**config.mk**
```make
export PLATFORM = sky130hd
export DESIGN_NAME = lin_brk_tx
export DESIGN_NICKNAME = d
export VERILOG_FILES = /design/src/rtl/lin_tx_pkg.sv /design/src/rtl/lin_tx_ctrl.sv /design/src/rtl/lin_tx_bitsel.sv /design/src/rtl/lin_tx_slotcnt.sv /design/src/rtl/lin_brk_tx.sv
export SDC_FILE = /design/constraint.sdc
export NUM_CORES = 1
export LEC_CHECK = 0
export ABC_CLOCK_PERIOD_IN_PS = 5100
export CAP_MARGIN = 20
export CELL_PAD_IN_SITES_DETAIL_PLACEMENT = 1
export CELL_PAD_IN_SITES_GLOBAL_PLACEMENT = 2
export CORE_MARGIN = 5
export CORE_UTILIZATION = 27
export CTS_CLUSTER_SIZE = 14
export DETAILED_ROUTE_END_ITERATION = 7
export GPL_TIMING_DRIVEN = 0
export PLACE_DENSITY = 0.75
export SETUP_SLACK_MARGIN = 0.15
export SYNTH_ARGS = -nofsm -noshare
export SYNTH_HDL_FRONTEND = slang
export SYNTH_SLANG_ARGS = --single-unit
```
**constraint.sdc**
```tcl
create_clock -name clk -period 5.1 [get_ports clk]
set_clock_uncertainty 0.1 [all_clocks]
set_input_delay 0.765 -clock clk [delete_from_list [all_inputs] [get_ports clk]]
set_output_delay 0.765 -clock clk [all_outputs]
set_load 0.01 [all_outputs]
```
**src/rtl/lin_tx_pkg.sv**
```systemverilog
package lin_tx_pkg;
  typedef enum logic [1:0] {
    ST_IDLE = 2'd0,
    ST_ARM  = 2'd1,
    ST_SEND = 2'd2
  } tx_state_e;

  typedef enum logic {
    MODE_DATA  = 1'b0,
    MODE_BREAK = 1'b1
  } tx_mode_e;

  function automatic int max_int(input int a, input int b);
    return (a > b) ? a : b;
  endfunction
endpackage

```
**src/rtl/lin_tx_ctrl.sv**
```systemverilog
module lin_tx_ctrl
  import lin_tx_pkg::*;
(
  input  logic     clk,
  input  logic     rst,
  input  logic     tx_en,
  input  logic     baud_tick,
  input  logic     wr_stb,
  input  logic     brk_req,
  input  logic     last_slot,
  output tx_mode_e mode,
  output logic     accept,
  output logic     start,
  output logic     step,
  output logic     finish,
  output logic     busy,
  output logic     irq
);
  tx_state_e state;

  always_comb begin
    accept = (state == ST_IDLE) && tx_en && (wr_stb || brk_req);
    start  = (state == ST_ARM)  && tx_en && baud_tick;
    step   = (state == ST_SEND) && tx_en && baud_tick && !last_slot;
    finish = (state == ST_SEND) && tx_en && baud_tick && last_slot;
  end

  always_ff @(posedge clk) begin
    if (rst || !tx_en) begin
      state <= ST_IDLE;
      mode  <= MODE_DATA;
      busy  <= 1'b0;
      irq   <= 1'b0;
    end else begin
      irq <= 1'b0;
      unique case (state)
        ST_IDLE: if (accept) begin
          state <= ST_ARM;
          mode  <= brk_req ? MODE_BREAK : MODE_DATA;
          busy  <= 1'b1;
        end
        ST_ARM: if (start) state <= ST_SEND;
        ST_SEND: if (finish) begin
          state <= ST_IDLE;
          busy  <= 1'b0;
          irq   <= 1'b1;
        end
        default: state <= ST_IDLE;
      endcase
    end
  end
endmodule

```
**src/rtl/lin_tx_bitsel.sv**
```systemverilog
module lin_tx_bitsel
  import lin_tx_pkg::*;
#(
  parameter int DATA_W   = 8,
  parameter int LEN_W    = 3,
  parameter int BRK_BASE = 13,
  parameter int CNT_W    = 5
) (
  input  logic              clk,
  input  logic              rst,
  input  logic              accept,
  input  logic              step,
  input  tx_mode_e          mode,
  input  logic [DATA_W-1:0] wr_data,
  input  logic [LEN_W-1:0]  brk_len,
  input  logic [CNT_W-1:0]  idx,
  output logic [CNT_W-1:0]  total,
  output logic              next_bit
);
  logic [DATA_W:0]    shr;
  logic [LEN_W-1:0]   len_q;
  logic [CNT_W-1:0]   brk_total;

  always_ff @(posedge clk) begin
    if (rst) begin
      shr   <= '1;
      len_q <= '0;
    end else if (accept) begin
      shr   <= {1'b1, wr_data};
      len_q <= brk_len;
    end else if (step && mode == MODE_DATA) begin
      shr   <= {1'b1, shr[DATA_W:1]};
    end
  end

  always_comb begin
    brk_total = CNT_W'(BRK_BASE) + CNT_W'(len_q) + CNT_W'(1);
    total     = (mode == MODE_BREAK) ? brk_total : CNT_W'(DATA_W + 2);
    if (mode == MODE_BREAK)
      next_bit = ((idx + CNT_W'(1)) == (total - CNT_W'(1)));
    else
      next_bit = shr[0];
  end
endmodule

```
**src/rtl/lin_tx_slotcnt.sv**
```systemverilog
module lin_tx_slotcnt #(
  parameter int CNT_W = 5
) (
  input  logic             clk,
  input  logic             rst,
  input  logic             start,
  input  logic             step,
  input  logic [CNT_W-1:0] total,
  output logic [CNT_W-1:0] idx,
  output logic             last_slot
);
  always_ff @(posedge clk) begin
    if (rst)        idx <= '0;
    else if (start) idx <= '0;
    else if (step)  idx <= idx + CNT_W'(1);
  end

  assign last_slot = (idx == (total - CNT_W'(1)));
endmodule

```
**src/rtl/lin_brk_tx.sv**
```systemverilog
module lin_brk_tx
  import lin_tx_pkg::*;
#(
  parameter int DATA_W   = 8,
  parameter int LEN_W    = 3,
  parameter int BRK_BASE = 13
) (
  input  logic              clk,
  input  logic              rst,
  input  logic              tx_en,
  input  logic              baud_tick,
  input  logic              wr_stb,
  input  logic [DATA_W-1:0] wr_data,
  input  logic              brk_req,
  input  logic [LEN_W-1:0]  brk_len,
  output logic              txd,
  output logic              busy,
  output logic              tx_irq
);
  localparam int MAX_SLOTS = max_int(DATA_W + 2, BRK_BASE + (2**LEN_W - 1) + 1);
  localparam int CNT_W     = $clog2(MAX_SLOTS + 1);

  tx_mode_e         mode;
  logic             accept, start, step, finish, last_slot, next_bit;
  logic [CNT_W-1:0] idx, total;

  lin_tx_ctrl u_ctrl (
    .clk(clk), .rst(rst), .tx_en(tx_en), .baud_tick(baud_tick),
    .wr_stb(wr_stb), .brk_req(brk_req), .last_slot(last_slot),
    .mode(mode), .accept(accept), .start(start), .step(step),
    .finish(finish), .busy(busy), .irq(tx_irq)
  );

  lin_tx_bitsel #(
    .DATA_W(DATA_W), .LEN_W(LEN_W), .BRK_BASE(BRK_BASE), .CNT_W(CNT_W)
  ) u_bitsel (
    .clk(clk), .rst(rst), .accept(accept), .step(step), .mode(mode),
    .wr_data(wr_data), .brk_len(brk_len), .idx(idx), .total(total),
    .next_bit(next_bit)
  );

  lin_tx_slotcnt #(.CNT_W(CNT_W)) u_cnt (
    .clk(clk), .rst(rst), .start(start), .step(step), .total(total),
    .idx(idx), .last_slot(last_slot)
  );

  always_ff @(posedge clk) begin
    if (rst || !tx_en) txd <= 1'b1;
    else if (start)    txd <= 1'b0;
    else if (step)     txd <= next_bit;
    else if (finish)   txd <= 1'b1;
  end
endmodule

```
# After elaboration in Yosys (flattened, before gate mapping)
# Cells that the tools add are included.
[word_totals] register_bits=22 inputBits=17 out_inout_bits=3 word_cells=59
[classes] addsub=4 eq_ne=7 mux=16 bitwise_logic=2 n_reduce_logical=22
[ops] operator="$mux 8" n=2
[ops] operator="$add 5x1->5 const B" n=2
[ops] operator="$eq 5x5->1" n=2
[ops] operator="$logic_and 1x1->1" n=9
[ops] operator="$mux 1" n=8
[ops] operator="$mux 2" n=3
[ops] operator="$ne 2x2->1 const B" n=3
[ops] operator="$pmux 2 s3" n=1
[ops] operator="$reduce_and 3->1" n=2
[ops] operator="$add 4x3->5 const A" n=1
[ops] operator="$mux 5" n=1
[ops] operator="$sub 5x1->5 const B" n=1
[ops] operator="$reduce_bool 2->1" n=2
[ops] operator="$reduce_or 2->1" n=2
[ops] operator="$reduce_bool 3->1" n=1
[ops] operator="$eq 2x1->1 const B" n=1
[ops] operator="$eq 2x2->1 const B" n=1
[ops] operator="$logic_not 1->1" n=2
[ops] operator="$logic_not 2->1" n=1
[ops] operator="$logic_or 1x1->1" n=2
[ops] operator="$not 1->1" n=2
[ops] operator="$pmux 1 s2" n=1
[ops] operator="$reduce_and 2->1" n=1

# Longest topological paths before layout
# Gate-level depths: netlist of the first run.
[logic_depth] depth_word=10 depth_mapped=10 ltp_nobuf=9

# Hierarchy
# From an unflattened synthesis of the first run, not the netlist that was laid out.
[hier_totals] hier_cells=145 area_unflattened_um2=1347.5
[modules_own_cells] module="lin_tx_bitsel" n_inst=1 cells_each=77 area_per_inst_um2=710.7 seq_area_each_um2=220.2
[modules_own_cells] module="lin_tx_slotcnt" n_inst=1 cells_each=36 area_per_inst_um2=326.6 seq_area_each_um2=100.1
[modules_own_cells] module="lin_tx_ctrl" n_inst=1 cells_each=27 area_per_inst_um2=259.0 seq_area_each_um2=100.1
[modules_own_cells] module="lin_brk_tx" n_inst=1 cells_each=5 area_per_inst_um2=51.3 seq_area_each_um2=20.0

# Worst setup path after synthesis of the first run
# Ideal clock, no wire load.
[synth_timing] path_kind="reg2reg" startpoint="register u_bitsel.len_q[1]" endpoint="register u_bitsel.shr[6]" setup_ps=129 t_arrival_ps=1982 required_time_ps=4871 slack_ps=2889 path_stages_with_launch=10 n_path_buf=1 period_less_slack_ps=2211 cell_sequence="dfxtp_1 -> inv_1 -> ha_1 -> nand3b_1 -> mux2i_2 -> xor2_1 -> a311o_1 -> buf_6 -> nor4_4 -> a211oi_2"
[synth_between] elab_chain_cells=9
[synth_rtl] item="start, declared" line="lin_tx_bitsel.sv:21" text="logic [LEN_W-1:0] len_q;"
[synth_rtl] item="start signal, assigned" line="lin_tx_bitsel.sv:30" text="len_q <= brk_len;"
[synth_rtl] item="$add 4x3->5" line="lin_tx_bitsel.sv:37" text="brk_total = CNT_W'(BRK_BASE) + CNT_W'(len_q) + CNT_W'(1);"
[synth_rtl] item="$add 5x1->5" line="lin_tx_bitsel.sv:37"
[synth_rtl] item="$mux 5" line="lin_tx_bitsel.sv:38" text="total = (mode == MODE_BREAK) ? brk_total : CNT_W'(DATA_W + 2);"
[synth_rtl] item="$sub 5x1->5" line="lin_tx_slotcnt.sv:18" text="assign last_slot = (idx == (total - CNT_W'(1)));"
[synth_rtl] item="$eq 5x5->1" line="lin_tx_slotcnt.sv:18"
[synth_rtl] item="$logic_not 1->1" line="lin_tx_ctrl.sv:24" text="step = (state == ST_SEND) && tx_en && baud_tick && !last_slot;"
[synth_rtl] item="$logic_and 1x1->1" line="lin_tx_ctrl.sv:24"
[synth_rtl] item="$logic_and 1x1->1" line="lin_tx_bitsel.sv:31" text="end else if (step && mode == MODE_DATA) begin"
[synth_rtl] item="$reduce_bool 2->1 (no line)"
[synth_rtl] item="end signal, assigned" line="lin_tx_bitsel.sv:29" text="shr <= {1'b1, wr_data};"
[synth_rtl] item="end signal, assigned" line="lin_tx_bitsel.sv:32" text="shr <= {1'b1, shr[DATA_W:1]};"
[synth_rtl] item="end, declared" line="lin_tx_bitsel.sv:20" text="logic [DATA_W:0] shr;"
# Every way passes these cells.
# A chain may end at the register's enable or synchronous reset.

# Worst setup path in the final report of the first run
[layout_timing] startpoint="input port tx_en" endpoint="register u_bitsel.shr[3]"
[layout_between] elab_chain_cells=5 word_cells_on_any_way=8 cone_classes="mux: 1; reduce/logical: 7"
[layout_rtl] item="start, declared" line="lin_brk_tx.sv:10" text="input logic tx_en,"
[layout_rtl] item="$logic_and 1x1->1 (3 in a row)" line="lin_tx_ctrl.sv:24"
[layout_rtl] item="$logic_and 1x1->1" line="lin_tx_bitsel.sv:31"
[layout_rtl] item="$reduce_bool 2->1 (no line)"
# Parallel ways exist; a longest one is shown, timed or not.

==> metrics.json, run 1 <==
{
  "timing.max_cap.violations": {"value": 0},
  "number_of_hold_buffers_added_after_cts": {"value": 0},
  "period_needed": {"value": 2.742, "unit": "ns"},
  "htreeDepth": {"value": 1},
  "antenna_cells_inserted": {"value": 0},
  "hp-class": {"value": "reg -> reg"},
  "slew-limit-headroom": {"value": 0.6061},
  "grt_setup_unrepaired": {"value": "no"},
  "most-common-layout-cells": {"value": "sky130_fd_sc_hd__dfxtp_1, sky130_fd_sc_hd__clkdlybuf4s50_1, sky130_fd_sc_hd__nor3_1"},
  "worst_path_fanout_max": {"value": 10},
  "hold_viol_final": {"value": 0},
  "nNetsFinal": {"value": 185},
  "fin_cells": {"value": 216},
  "wirelength": {"value": 3073, "unit": "um"},
  "postSynthCellCount": {"value": 141},
  "gp_congestion": {"value": 0.7591},
  "drt_first_iter_violations": {"value": 75},
  "numCtsBuffers": {"value": 3},
  "std_cell_rows": {"value": 24},
  "internal-power": {"value": 0.2722, "unit": "mW"},
  "switching_power": {"value": 0.08615, "unit": "mW"},
  "drive_above_1_share": {"value": 0.1037},
  "worstSetupEndpointType": {"value": "register"},
  "cts_root_buf": {"value": "sky130_fd_sc_hd__clkbuf_8"},
  "area_growth_syn_to_layout": {"value": 24.78, "unit": "%"},
  "post-cts-setup-buffer-count": {"value": 0},
  "combinationalPowerShare": {"value": 0.133},
  "switching_share": {"value": 0.2404},
  "critical_path_s_most_frequent_cell": {"value": "sky130_fd_sc_hd__nor3_1"},
  "post_drt_wl_per_cell": {"value": 14.23, "unit": "um"},
  "worst_ir_drop_vdd": {"value": 0.0001166, "unit": "V"},
  "routed_via_density": {"value": 5.009},
  "slew_violations": {"value": 0},
  "path_class": {"value": "in -> reg"},
  "ff2ff_path_depth": {"value": 9},
  "cts.clk_slew.worst_paths": {"value": 0.08, "unit": "ns"},
  "tritoncts": {"value": "done"},
  "route.detailed.drc": {"value": 0},
  "synth-warning-count": {"value": 0},
  "fmax": {"value": 364.7, "unit": "MHz"},
  "seqPwrFrac": {"value": 0.512},
  "die_h": {"value": 78.11, "unit": "um"},
  "io_buffers": {"value": 19},
  "placed_cell_count": {"value": 212},
  "cts-root-to-sink-buffers": {"value": 2},
  "io_pins": {"value": 20},
  "worstSetupStartpointType": {"value": "input port"},
  "critical_path.slowest_cell": {"value": "sky130_fd_sc_hd__nor3_1"},
  "post_cts_resize_count": {"value": 0},
  "setup_viol": {"value": 0},
  "synth.cell_area": {"value": 0.001252, "unit": "sq mm"},
  "synth.ff_latch_count": {"value": 22},
  "static-leakage-power": {"value": 0.5771, "unit": "nW"},
  "grt_pass1_wl": {"value": 5409, "unit": "um"},
  "multi_input_area": {"value": 770.7, "unit": "sq um"},
  "tightest_slew": {"value": 0.5863, "unit": "ns"},
  "via_count_of_the_first_global_routing_pass": {"value": 1203},
  "power.total": {"value": 0.3583, "unit": "mW"},
  "cts.sinks": {"value": 22},
  "dieArea": {"value": 0.006101, "unit": "sq mm"},
  "core": {"value": 0.004414, "unit": "sq mm"},
  "antenna_left": {"value": 0},
  "timing.critical_path.slowest_cell_delay": {"value": 0.52, "unit": "ns"},
  "power_density": {"value": 229.3, "unit": "mW/mm^2"},
  "grt_antenna_before_repair": {"value": 0},
  "groute.usage.overall": {"value": 0.1074},
  "crit_chain": {"value": "clkdlybuf4s50_1, nand2b_1, nor3_1, clkbuf_1, nor3_1, mux2i_1, o31a_2"},
  "hpwl": {"value": 2438, "unit": "um"},
  "ys_types": {"value": 35},
  "via_count": {"value": 1082},
  "run_status": {"value": "finished clean"},
  "initial_core_util": {"value": 0.2837},
  "ys_seq_area_frac": {"value": 0.3516},
  "post_route_clock_period_utilization": {"value": 0.5377},
  "globalRouteOverflowTotal": {"value": 0},
  "maximum_number_of_pins_on_one_net_before_global_route_repair": {"value": 13},
  "timing.critical_path.required": {"value": 5.21, "unit": "ns"},
  "clock_group_share_of_total_power": {"value": 0.356},
  "avgSynthCellArea": {"value": 8.883, "unit": "sq um"},
  "die_width": {"value": 78.11, "unit": "um"},
  "fillCellCount": {"value": 522},
  "drtPass1Iterations": {"value": 4},
  "cp_data_arrival_time": {"value": 2.86, "unit": "ns"},
  "worstSkewPairLatency": {"value": 0.26, "unit": "ns"},
  "min_path_cells": {"value": 2},
  "hold_slack": {"value": 0.3688, "unit": "ns"},
  "synth_nets": {"value": 161},
  "final_common_cell": {"value": "sky130_fd_sc_hd__dfxtp_1"},
  "regArea": {"value": 440.4, "unit": "sq um"},
  "final_sum_of_negative_setup_slack": {"value": 0, "unit": "ns"}
}
-- power groups by stage --
| stage | sequential (mW) | combinational, mW | clock (mW) |
|---|---|---|---|
| global route | 0.184 | 0.0530 | 0.141 |
| finish | 0.183 | 0.0476 | 0.127 |
| global placement | 0.187 | 0.0472 | 0 |
| floorplan | 0.186 | 0.0262 | 0 |
| CTS | 0.184 | 0.0487 | 0.139 |
| detailed placement | 0.188 | 0.0486 | 0 |
-- kinds of logic after synthesis --
family | count (synthesis) | synth area share
and+or+nand+nor | 56 | 0.2418
muxes | 8 | 0.06693
adders and majority gates | 3 | 0.02997
DFF | 22 | 0.3516
AOI/OAI and AO/OA | 29 | 0.1668
buffers and inverters | 9 | 0.03296
xor gates and xnor gates | 14 | 0.1099
-- synth_stat cells --
cell,instances,share of area
sky130_fd_sc_hd__mux2i_1,7,0.056
sky130_fd_sc_hd__and2b_1,1,0.0060
sky130_fd_sc_hd__nand2b_1,4,0.020
sky130_fd_sc_hd__nor2b_1,1,0.0050
sky130_fd_sc_hd__xor2_1,6,0.042
sky130_fd_sc_hd__a311o_1,1,0.0080
sky130_fd_sc_hd__ha_1,3,0.030
sky130_fd_sc_hd__buf_6,1,0.0090
sky130_fd_sc_hd__nand3_1,4,0.016
sky130_fd_sc_hd__or2_1,1,0.0050
sky130_fd_sc_hd__o21bai_1,1,0.0060
sky130_fd_sc_hd__a31oi_1,1,0.0050
sky130_fd_sc_hd__a211oi_2,1,0.010
sky130_fd_sc_hd__nand3b_1,3,0.018
sky130_fd_sc_hd__nand2_1,12,0.036
sky130_fd_sc_hd__nor3_1,13,0.052
sky130_fd_sc_hd__xor3_1,1,0.019
sky130_fd_sc_hd__mux2i_2,1,0.011
sky130_fd_sc_hd__nor2_1,11,0.033
sky130_fd_sc_hd__o21ai_0,3,0.012
sky130_fd_sc_hd__and2_2,1,0.0060
sky130_fd_sc_hd__nand4b_1,1,0.0070
sky130_fd_sc_hd__nor4_4,1,0.017
sky130_fd_sc_hd__a311oi_1,2,0.014
sky130_fd_sc_hd__a21bo_2,1,0.0080
sky130_fd_sc_hd__xnor2_1,7,0.049
sky130_fd_sc_hd__inv_1,4,0.012
sky130_fd_sc_hd__or3_1,1,0.0050
sky130_fd_sc_hd__o31a_2,6,0.048
sky130_fd_sc_hd__a21oi_1,11,0.044
sky130_fd_sc_hd__a21o_1,2,0.012
sky130_fd_sc_hd__clkbuf_1,4,0.012
sky130_fd_sc_hd__nor4b_1,1,0.0070
sky130_fd_sc_hd__dfxtp_1,22,0.35
sky130_fd_sc_hd__and3_4,1,0.0090
-- path summary, 6_finish.rpt --
| kind | from | end | slack, ns |
|---|---|---|---|
| min reg2reg | u_bitsel.len_q[2]$_SDFFE_PP0P_ | u_bitsel.len_q[2]$_SDFFE_PP0P_ | 0.37 |
| min | u_bitsel.len_q[2]$_SDFFE_PP0P_ | u_bitsel.len_q[2]$_SDFFE_PP0P_ | 0.37 |
| max | tx_en | u_bitsel.shr[3]$_SDFFE_PP1P_ | 2.36 |
| max reg2reg | u_bitsel.len_q[1]$_SDFFE_PP0P_ | u_bitsel.shr[2]$_SDFFE_PP1P_ | 2.65 |
-- critical path, delay by kind of cell --
kind	cells	cell delay [ns]
buf+inv	2	1.00
mux	1	0.16
simple gates	3	0.78
compound gates	1	0.15
-- stage by stage --
| step | util | setup WS, ns | area (sq um) |
|---|---|---|---|
| finish | 0.3540 | 2.358 | 1563 |
| CTS | 0.3540 | 2.283 | 1563 |
| detailed placement | 0.3416 | 2.001 | 1508 |
| global placement | 0.3416 | 2.048 | 1508 |
| floorplan | - | 2.889 | 1252 |
| global route | 0.3540 | 2.107 | 1563 |
-- layer usage --
metal | vias to the layer above | track usage | wire length, um
met5 | - | 0 | 0
li1 | 547 | - | -
met4 | 0 | 0.03041 | 22
met2 | 16 | 0.1978 | 1567
met3 | 2 | 0.02975 | 103
met1 | 517 | 0.1193 | 1380
-- area by class of cell --
type,instances,share of cell area
multi-input cells,110,0.4932
flip-flops and latches,22,0.2818
clock buffers,4,0.03523
plain buffers,5,0.01681
repair buffers,19,0.1217
well taps,52,0.04163
inverters,4,0.009608
-- sequential cells by signal (all words and copies together), names as in the netlist --
| register | cells |
|---|---|
| u_ctrl.mode | 1 |
| u_bitsel.len_q | 3 |
| u_ctrl.state | 2 |
| u_cnt.idx | 5 |
| u_bitsel.shr | 8 |
| txd | 1 |
| u_ctrl.busy | 1 |
| u_ctrl.irq | 1 |
(Power assumes the default switching activity.)
==> run 2: changes to the inputs <==
--- a/config.mk
+++ b/config.mk
@@ -5,7 +5,7 @@
 export SDC_FILE = /design/constraint.sdc
 export NUM_CORES = 1
 export LEC_CHECK = 0
-export ABC_CLOCK_PERIOD_IN_PS = 5100
+export ABC_CLOCK_PERIOD_IN_PS = 2300
 export CAP_MARGIN = 20
 export CELL_PAD_IN_SITES_DETAIL_PLACEMENT = 1
 export CELL_PAD_IN_SITES_GLOBAL_PLACEMENT = 2
@@ -14,7 +14,7 @@
 export CTS_CLUSTER_SIZE = 14
 export DETAILED_ROUTE_END_ITERATION = 7
 export GPL_TIMING_DRIVEN = 0
-export PLACE_DENSITY = 0.75
+export PLACE_DENSITY = 0.78
 export SETUP_SLACK_MARGIN = 0.15
 export SYNTH_ARGS = -nofsm -noshare
 export SYNTH_HDL_FRONTEND = slang
==> constraint.sdc (replaced) <==
create_clock -name clk -period 2.3 [get_ports clk]
set_clock_uncertainty 0.1 [all_clocks]
set_input_delay 0.345 -clock clk [delete_from_list [all_inputs] [get_ports clk]]
set_output_delay 0.345 -clock clk [all_outputs]
set_load 0.01 [all_outputs]
==> run 2 against run 1 <==
  * Count of clock-buffer cells in the layout did not move
  * Flip-flop and latch count did not move
  * Clock power rose by 120%
  * Utilization rose by 4.6 points
  * Critical path type is now reg -> reg
  * Die area did not move
  * Worst setup slack got worse by 2.3 ns
  * Non-clock buffer count rose by 9
  * Register-to-register slack got worse by 2.6 ns
  * Cell count rose by 4.2%
  * Routed wire length rose by 13%
  * Combinational power rose to 2.6 times the previous value
  * Largest power group unchanged
==> metrics.json, run 2 (synthesis gave the netlist of run 1 again) <==
{
  "crit_chain": {"value": "inv_4, ha_4, and2b_1, xnor2_2, and3_4, a311o_1, buf_6, mux2i_1, o31a_2", "change": "was clkdlybuf4s50_1, nand2b_1, nor3_1, clkbuf_1, nor3_1, mux2i_1, o31a_2"},
  "final_sum_of_negative_setup_slack": {"value": 0, "unit": "ns", "change": "unchanged"},
  "placed_cell_count": {"value": 212, "change": "unchanged"},
  "io_buffers": {"value": 19, "change": "unchanged"},
  "worst_path_fanout_max": {"value": 5, "change": "was 10"},
  "critical_path_cell_count": {"value": 9, "change": "was 7"},
  "hold_slack": {"value": 0.3578, "unit": "ns", "change": "was 0.3688 ns"},
  "worst_r2r_startpoint": {"value": "u_bitsel.len_q[1]$_SDFFE_PP0P_", "change": "unchanged"},
  "cts_root_buf": {"value": "sky130_fd_sc_hd__clkbuf_8", "change": "unchanged"},
  "drtPass1Iterations": {"value": 4, "change": "unchanged"},
  "period_needed": {"value": 2.245, "unit": "ns"},
  "grt_setup_unrepaired": {"value": "yes", "change": "was no"},
  "hp-class": {"value": "reg -> reg", "change": "unchanged"},
  "timing.critical_path.slowest_cell_delay": {"value": 0.39, "unit": "ns", "change": "was 0.52 ns"},
  "core_util_final": {"value": 0.3999, "change": "was 0.3540"},
  "io_pins": {"value": 20, "change": "unchanged"},
  "setup.worst_path.start": {"value": "u_bitsel.len_q[1]$_SDFFE_PP0P_", "change": "was tx_en"},
  "power_density": {"value": 461.9, "unit": "mW/mm^2", "change": "was 229.3 mW/mm^2"},
  "static-leakage-power": {"value": 0.6415, "unit": "nW", "change": "was 0.5771 nW"},
  "area_growth_syn_to_layout": {"value": 40.96, "unit": "%", "change": "was 24.78%"},
  "registers.top_by_ff_count": {"value": "u_bitsel.shr", "change": "unchanged"},
  "timing.max_cap.violations": {"value": 0, "change": "unchanged"},
  "std_cell_rows": {"value": 24, "change": "unchanged"},
  "timing.final.ws_setup": {"value": 0.05477, "unit": "ns", "change": "was 2.358 ns"},
  "path_class": {"value": "reg -> reg", "change": "was in -> reg"},
  "cts.clk_slew.worst_paths": {"value": 0.08, "unit": "ns", "change": "about the same"},
  "cts.sinks": {"value": 22, "change": "unchanged"},
  "fillCellCount": {"value": 492, "change": "was 522"},
  "routed_via_density": {"value": 5.089, "change": "was 5.009"},
  "worstSetupStartpointType": {"value": "register", "change": "was input port"},
  "worst_ir_drop_vdd": {"value": 0.0003122, "unit": "V", "change": "was 0.0001166 V"},
  "via_count_of_the_first_global_routing_pass": {"value": 1210, "change": "was 1203"},
  "initial_core_util": {"value": 0.2837, "change": "unchanged"},
  "dpl-instance-area": {"value": 0.001529, "unit": "sq mm", "change": "was 0.001508 sq mm"},
  "worstSkewPairLatency": {"value": 0.26, "unit": "ns", "change": "about the same"},
  "cts-root-to-sink-buffers": {"value": 2, "change": "unchanged"},
  "hpwl": {"value": 2442, "unit": "um", "change": "was 2438 um"},
  "wirelength": {"value": 3462, "unit": "um", "change": "was 3073 um"},
  "tritoncts": {"value": "done", "change": "unchanged"},
  "grt_antenna_before_repair": {"value": 0, "change": "unchanged"},
  "numCtsBuffers": {"value": 3, "change": "unchanged"},
  "worstSetupEndpointType": {"value": "register", "change": "unchanged"},
  "reg2reg_slack": {"value": 0.05, "unit": "ns", "change": "was 2.65 ns"},
  "run_status": {"value": "finished clean", "change": "unchanged"},
  "die_h": {"value": 78.11, "unit": "um", "change": "unchanged"},
  "final_common_cell": {"value": "sky130_fd_sc_hd__clkdlybuf4s50_1", "change": "was sky130_fd_sc_hd__dfxtp_1"},
  "most-common-layout-cells": {"value": "sky130_fd_sc_hd__clkdlybuf4s50_1, sky130_fd_sc_hd__dfxtp_1, sky130_fd_sc_hd__nand2_1, sky130_fd_sc_hd__nor3_1, sky130_fd_sc_hd__nor2_1", "change": "was sky130_fd_sc_hd__dfxtp_1, sky130_fd_sc_hd__clkdlybuf4s50_1, sky130_fd_sc_hd__nor3_1"},
  "placement.setup.worst_slack": {"value": -0.3751, "unit": "ns", "change": "was 2.001 ns"},
  "core": {"value": 0.004414, "unit": "sq mm", "change": "unchanged"},
  "slew_violations": {"value": 0, "change": "unchanged"},
  "dieArea": {"value": 0.006101, "unit": "sq mm", "change": "unchanged"},
  "htreeDepth": {"value": 1, "change": "unchanged"},
  "maximum_number_of_pins_on_one_net_before_global_route_repair": {"value": 13, "change": "unchanged"},
  "gp_congestion": {"value": 0.7760, "change": "was 0.7591"},
  "fmax": {"value": 445.4, "unit": "MHz"},
  "cp_data_arrival_time": {"value": 2.36, "unit": "ns", "change": "was 2.86 ns"},
  "post_drt_wl_per_cell": {"value": 15.39, "unit": "um", "change": "was 14.23 um"},
  "drive_above_1_share": {"value": 0.2659, "change": "was 0.1037"},
  "antenna_left": {"value": 0, "change": "unchanged"},
  "globalRouteOverflowTotal": {"value": 0, "change": "unchanged"},
  "drt_first_iter_violations": {"value": 27, "change": "was 75"},
  "timing.critical_path.max_delay_family": {"value": "compound AO/OA/AOI/OAI gates", "change": "was buffers and inverters"},
  "ff2ff_path_depth": {"value": 9, "change": "unchanged"},
  "route.detailed.drc": {"value": 0, "change": "unchanged"},
  "post_route_clock_period_utilization": {"value": 0.9762},
  "die_width": {"value": 78.11, "unit": "um", "change": "unchanged"},
  "number_of_hold_buffers_added_after_cts": {"value": 0, "change": "unchanged"},
  "largest_register_ffs": {"value": 8, "change": "unchanged"},
  "grt_pass1_wl": {"value": 5782, "unit": "um", "change": "was 5409 um"},
  "nNetsFinal": {"value": 194, "change": "was 185"},
  "timing.critical_path.required": {"value": 2.41, "unit": "ns", "change": "was 5.21 ns"},
  "critical_path.slowest_cell": {"value": "sky130_fd_sc_hd__a311o_1", "change": "was sky130_fd_sc_hd__nor3_1"},
  "setup_viol": {"value": 0, "change": "unchanged"},
  "postLayoutCellArea": {"value": 0.001765, "unit": "sq mm", "change": "was 0.001563 sq mm"},
  "antenna_cells_inserted": {"value": 0, "change": "unchanged"},
  "groute.usage.overall": {"value": 0.1162, "change": "was 0.1074"},
  "regToRegEndpoint": {"value": "u_bitsel.shr[2]$_SDFFE_PP1P_", "change": "unchanged"},
  "slew-limit-headroom": {"value": 0.6401, "change": "was 0.6061"},
  "hold_viol_final": {"value": 0, "change": "unchanged"},
  "critPathBufInv": {"value": 2, "change": "unchanged"},
  "reg_top3": {"value": "u_bitsel.shr x8, u_cnt.idx x5, u_bitsel.len_q x3", "change": "unchanged"},
  "power.total": {"value": 0.8155, "unit": "mW", "change": "was 0.3583 mW"},
  "fin_cells": {"value": 225, "change": "was 216"},
  "tightest_slew": {"value": 0.5399, "unit": "ns", "change": "was 0.5863 ns"},
  "via_count": {"value": 1145, "change": "was 1082"},
  "cp-endpoint": {"value": "u_bitsel.shr[2]$_SDFFE_PP1P_", "change": "was u_bitsel.shr[3]$_SDFFE_PP1P_"}
}
## run 2: how the worst min path moves through the flow
| stage | from | end | slack [ns] | cells past startpoint |
|---|---|---|---|---|
| 2_1_floorplan | u_bitsel.len_q[2]$_SDFFE_PP0P_ | u_bitsel.len_q[2]$_SDFFE_PP0P_ | 0.34 | 2 |
| 3_3_place_gp | u_bitsel.len_q[2]$_SDFFE_PP0P_ | u_bitsel.len_q[2]$_SDFFE_PP0P_ | 0.35 | 2 |
| 3_5_place_dp | u_bitsel.len_q[2]$_SDFFE_PP0P_ | u_bitsel.len_q[2]$_SDFFE_PP0P_ | 0.36 | 2 |
| 4_1_cts | u_bitsel.len_q[2]$_SDFFE_PP0P_ | u_bitsel.len_q[2]$_SDFFE_PP0P_ | 0.36 | 2 |
| 5_1_grt | u_bitsel.len_q[2]$_SDFFE_PP0P_ | u_bitsel.len_q[2]$_SDFFE_PP0P_ | 0.40 | 2 |
| 6_report | u_bitsel.len_q[2]$_SDFFE_PP0P_ | u_bitsel.len_q[2]$_SDFFE_PP0P_ | 0.36 | 2 |
## run 2: what timing repair did
action                                  CTS  global route
endpoints found under the setup margin   17            18
gates cloned                              1             0
pin swaps                                 8            11
resized for setup                        12            12
setup buffers                             6             2
## run 2: cell type report
class	instances	area, sq um	area share
Multi-Input combinational cell	110	894.6	0.5067
Sequential cell	22	447.9	0.2537
Tap cell	52	65.06	0.03685
Inverter	4	17.52	0.009922
Clock buffer	4	55.05	0.03118
Buffer	5	27.53	0.01559
Timing Repair Buffer	28	257.7	0.1460
## run 2: metal layers
metal | global-route usage | share of wire
met5 | 0 | 0
met4 | 0.03716 | 0.014
met3 | 0.03204 | 0.030
met2 | 0.2053 | 0.53
met1 | 0.1347 | 0.43
## run 2: power by group
part / internal (mW) / switching [mW] / total [mW] / leakage, nW
Sequential: 0.396 / 0.0107 / 0.407 / 0.182
Combinational: 0.0657 / 0.0596 / 0.125 / 0.431
Clock: 0.153 / 0.131 / 0.284 / 0.0288
## run 2: worst register-to-register path, cell delays in order, from the launching register on
cell and delay [ns]:
sky130_fd_sc_hd__dfxtp_2 0.36, sky130_fd_sc_hd__inv_4 0.05, sky130_fd_sc_hd__ha_4 0.26, sky130_fd_sc_hd__and2b_1 0.20, sky130_fd_sc_hd__xnor2_2 0.15, sky130_fd_sc_hd__and3_4 0.20
sky130_fd_sc_hd__a311o_1 0.39, sky130_fd_sc_hd__buf_6 0.16, sky130_fd_sc_hd__mux2i_1 0.16, sky130_fd_sc_hd__o31a_2 0.16
